[src/rtl/uart_fifo_lvl_regs.sv]
module uart_fifo_lvl_regs #(
  parameter int          DEPTH    = 128,
  parameter logic [7:0]  PAGE_KEY = 8'hBF,
  parameter logic [2:0]  A_LVL    = 3'd0,
  parameter logic [2:0]  A_FEAT   = 3'd1,
  parameter logic [2:0]  A_LINE   = 3'd3,
  parameter logic [2:0]  A_SPAD   = 3'd7,
  localparam int         CW       = $clog2(DEPTH + 1)
) (
  input  logic          clk,
  input  logic          rst_n,
  input  logic [2:0]    addr,
  input  logic          wr_en,
  input  logic          rd_en,
  input  logic [7:0]    wdata,
  output logic [7:0]    rdata,
  input  logic [CW-1:0] tx_cnt,
  input  logic [CW-1:0] rx_cnt,
  output logic [CW-1:0] tx_trig,
  output logic [CW-1:0] rx_trig
);

  logic [7:0] lcr_q, feat_q, spad_q;
  logic [1:0] emode_q;
  logic       alt_dir_q;

  wire page   = (lcr_q == PAGE_KEY);
  wire dir_tx = feat_q[7];
  wire swap   = feat_q[6];
  wire alt    = swap && (emode_q == 2'b11);

  wire [CW-1:0] lvl_in  = (int'(wdata) > DEPTH) ? CW'(DEPTH) : CW'(wdata);
  wire [CW-1:0] dir_cnt = dir_tx ? tx_cnt : rx_cnt;
  wire [CW-1:0] sel_cnt = emode_q[0] ? tx_cnt : rx_cnt;
  wire [CW-1:0] alt_cnt = alt_dir_q ? tx_cnt : rx_cnt;
  wire [6:0]    alt_sat = (int'(alt_cnt) > 127) ? 7'd127 : 7'(alt_cnt);

  wire wr_lvl  = wr_en && page && addr == A_LVL;
  wire wr_feat = wr_en && page && addr == A_FEAT;
  wire wr_line = wr_en && addr == A_LINE;
  wire wr_spad = wr_en && addr == A_SPAD && !swap;
  wire wr_emod = wr_en && addr == A_SPAD && swap && page;
  wire rd_alt  = rd_en && addr == A_SPAD && alt;

  always_ff @(posedge clk or negedge rst_n) begin
    if (!rst_n) begin
      lcr_q     <= '0;
      feat_q    <= '0;
      spad_q    <= '0;
      emode_q   <= '0;
      alt_dir_q <= 1'b0;
      tx_trig   <= '0;
      rx_trig   <= '0;
    end else begin
      if (wr_line) lcr_q <= wdata;
      if (wr_feat) feat_q <= wdata;
      if (wr_spad) spad_q <= wdata;
      if (wr_emod) emode_q <= wdata[1:0];
      if (wr_lvl &&  dir_tx) tx_trig <= lvl_in;
      if (wr_lvl && !dir_tx) rx_trig <= lvl_in;
      if (!alt)        alt_dir_q <= 1'b0;
      else if (rd_alt) alt_dir_q <= ~alt_dir_q;
    end
  end

  always_comb begin
    rdata = '0;
    unique case (addr)
      A_LINE: rdata = lcr_q;
      A_FEAT: rdata = page ? feat_q : 8'h00;
      A_LVL:  rdata = page ? 8'(dir_cnt) : 8'h00;
      A_SPAD: rdata = !swap ? spad_q : alt ? {alt_dir_q, alt_sat} : 8'(sel_cnt);
      default: rdata = '0;
    endcase
  end

endmodule


[config.mk]
export PLATFORM = sky130hd
export DESIGN_NAME = uart_fifo_lvl_regs
export DESIGN_NICKNAME = d
export VERILOG_FILES = /design/src/rtl/uart_fifo_lvl_regs.sv
export SDC_FILE = /design/constraint.sdc
export NUM_CORES = 1
export LEC_CHECK = 0
export CAP_MARGIN = 30
export CELL_PAD_IN_SITES_DETAIL_PLACEMENT = 2
export CELL_PAD_IN_SITES_GLOBAL_PLACEMENT = 2
export CORE_MARGIN = 1
export CORE_UTILIZATION = 32
export CTS_CLUSTER_SIZE = 28
export DETAILED_ROUTE_END_ITERATION = 16
export GPL_TIMING_DRIVEN = 0
export HOLD_SLACK_MARGIN = 0.1
export PLACE_DENSITY = 0.81
export SYNTH_ARGS = -nofsm -noshare
export SYNTH_HDL_FRONTEND = slang
export SYNTH_SLANG_ARGS = --single-unit
[constraint.sdc]
create_clock -name clk -period 2.1 [get_ports clk]
set_clock_uncertainty 0.15 [all_clocks]
set_input_delay 0.42 -clock clk [delete_from_list [all_inputs] [get_ports clk]]
set_output_delay 0.42 -clock clk [all_outputs]
set_load 0.02 [all_outputs]
==> flow_summary_export.csv <==
group,metric,value,unit
sta,min_period,2.422,ns
synth,avgSynthCellArea,11.00,µm²
layout,layout_commonest_cell,"dfrtp_1",
die,die_w,88.37,µm
global_route,grt_pass1_vias,2181,
cts,clock_path_buffers,2,
synth,synthesis.area,2387,µm²
pwr,finalPower,2012,µW
setup_path,crit_path_end_kind,"output port",
sta,max_slew_margin,63.64,%
placement,placedInstanceArea,3057,µm²
global_route,grt.overflow.total,0,
sta,min_period_over_period,115.3,%
die,start_util,33.09,%
setup_path,r2r-start,"lcr_q[6]$_DFFE_PN0P_",
synth,yosysSeqAreaShare,45.07,%
cts,root_buffer,"clkbuf_8",
drt,antenna_left,0,
drt,drt-met1-wl,3621,µm
setup_path,cp_data_arrival_time,1.85,ns
die,rows,31,
die,io_pins,55,
setup_path,slowest_stage,"dfrtp_1",
drt,vias_per_cell,5.240,
layout,area_delta_synth_final,44.03,%
setup_path,cpPeakStageDelay,0.40,ns
job,maxCapViolCount,0,
setup_path,required,1.53,ns
drt,drc,0,
layout,drive_above_1_share,39.25,%
layout,stdcell_area,3438,µm²
drt,vias,2054,
setup_path,cp-start-kind,"flip-flop",
cts,clock-sinks,43,
sta,rsz0062_at_grt,"yes",
sta,fin_ws,-0.3222,ns
global_route,grt_pass1_wl,12280,µm
placement,port_buffers,53,
setup_path,critPathKind,"reg -> out",
drt,dr.pass1.iters,4,
pwr,power.leakage,0.001424,µW
sta,drv_slew,0,
layout,fin_nets,323,
hold_path,hold_start,"rx_trig[5]$_DFFE_PN0P_",
pwr,power_density,585.2,nW/µm²
sta,max_freq,412.9,MHz
outcome,violations,"negative setup slack",
layout,fill_cells,747,
hold_path,hold_class,"reg -> reg",
drt,wire_per_inst,20.98,µm
synth,ys_types,33,
synth,synth_top_area_cell,"dfrtp_1",
drt,wl,8225,µm
global_route,grt_antenna_before_repair,0,
sta,hold_viol,0,
setup_path,critPathMaxFanout,4,
synth,ys_seq_elements,43,
outcome,status,"finished with violations",
placement,dp_hpwl,5479,µm
cts,cts_tree,"built",
die,core,7214,µm²
drt,wl_met2,4129,µm
die,dieArea,7809,µm²
placement,gp_congestion,0.7967,
cts,clk-insertion-delay-late,0.30,ns
setup_path,critPathMostFrequentCell,"buf_4",
sta,worstMarginPinSlew,0.5454,ns
layout,final_cell_mix,"dfrtp_1, mux2_2, clkdlybuf4s50_1, buf_4, a21oi_1",
setup_path,crit_start,"lcr_q[6]$_DFFE_PN0P_",
cts,numCtsBuffers,5,
synth,syn_nets,248,
pwr,vdd_ir_drop_max,0.0003592,V
drt,top_layer,"met4",
layout,antenna_cells,0,
cts,h-tree-depth,2,
placement,dp_slack,-1.235,ns
cts,clk_pin_slew,0.07,ns
global_route,grt_start_max_net_pins,29,
synth,synthTopCellsByArea,"dfrtp_1, mux2_2, mux2i_1, nor2b_1, a21oi_1",
die,die-height,88.37,µm
synth,synth_cells,217,
global_route,grt_usage,21.34,%
setup_path,worstPathCellList,"nand4b_1 -> nor4_4 -> buf_4 -> nand2_1 -> o211ai_1 -> buf_4",
drt,met3WireLength,360,µm
sta,setup_violations,16,
synth,yosysTopAreaCellShare,45.07,%
drt,drt_iter0_drc,53,
synth,yosysWarnings,0,
[worst max-delay path: cells and delay by family, from the launching register on]
kind	cells	cell delay, ns
flip-flops	1	0.40
AND/OR/NAND/NOR	3	0.67
AO/OA/AOI/OAI	1	0.10
buffers and inverters	2	0.38
[timing repair]
action,in CTS,in global routing
pin swaps,4,7
hold endpoints to repair,15,0
gates resized for setup,64,25
hold buffers,1,0
setup buffers,13,1
cloned,0,0
setup endpoints to repair,34,19
[layout make-up]
| class | instances | area (µm²) | area share, % |
|---|---|---|---|
| repair buffers | 69 | 644.4 | 18.74 |
| plain buffers | 12 | 81.33 | 2.365 |
| multi-input cells | 159 | 1386 | 40.32 |
| inverters | 2 | 7.507 | 0.2183 |
| well taps | 99 | 123.9 | 3.603 |
| clock inverters | 2 | 35.03 | 1.019 |
| flip-flops and latches | 43 | 1077 | 31.33 |
| clock buffers | 6 | 82.58 | 2.402 |
[registers in the layout, summed over array words and instances, names as in the netlist]
signal and count:
alt_dir_q 1, emode_q 2, feat_q 8, lcr_q 8, rx_trig 8, spad_q 8
tx_trig 8
[power breakdown]
| part | total (µW) | switching (µW) | internal (µW) |
|---|---|---|---|
| registers | 958 | 57.5 | 901 |
| clock network | 676 | 291 | 385 |
| logic | 378 | 190 | 188 |
[cell families after synthesis]
family,synth area share [%]
multiplexers,26.83
AND/OR/NAND/NOR,13.94
flip-flops,45.07
AO/OA/AOI/OAI,10.85
buffers and inverters,2.935
XOR/XNOR,0.3669
[synthesized netlist by cell type]
cell        n
a211o_1     1
o22ai_1     1
o221ai_1    6
nor4_1      1
nor3_2      1
and3b_1     1
inv_1       2
nand3_1     3
nor2_1      9
mux2i_1    10
dfrtp_1    43
nand2_1    15
nand3_2     2
nand4_1     2
nand4b_1    1
nor2b_1    15
mux2_2     48
clkbuf_1    6
nand2_2     1
o2bb2ai_1   1
a21oi_1    17
nand2b_1    1
nor3_1      1
nor3_4      1
xor2_1      1
o21ai_0     9
or3_1       1
o211ai_1    7
or3b_2      1
nor4_2      1
buf_2       5
and2_1      1
buf_4       2
[routing by layer]
metal / global-route usage (%) / up-vias
met5: 0 / -
met4: 5.132 / 0
met3: 2.799 / 14
met2: 38.18 / 68
met1: 27.27 / 1029
li1: - / 943
[metrics by stage]
stage	cells	util [%]	hold WS [ns]	TNS, ns
after floorplan	217	-	-0.02559	0
after global placement	369	42.16	0.3359	-52.58
after detailed placement	370	42.37	0.2306	-24.61
after CTS	391	46.36	0.3648	-1.934
after global routing	392	47.66	0.3739	-4.689
final	392	47.66	0.3639	-3.862
[final timing paths]
check / depth (start not counted) / slack, ns / endpoint
worst min register to register: 1 / 0.36 / rx_trig[5]$_DFFE_PN0P_
max in group asynchronous: 3 / 0.86 / lcr_q[4]$_DFFE_PN0P_
worst max-delay path: 6 / -0.32 / rdata[0]
worst min-delay path: 1 / 0.36 / rx_trig[5]$_DFFE_PN0P_
min in group asynchronous: 2 / 0.43 / emode_q[1]$_DFFE_PN0P_
worst max register to register: 6 / -0.19 / rx_trig[3]$_DFFE_PN0P_
Power figures use the tool's default switching activity.
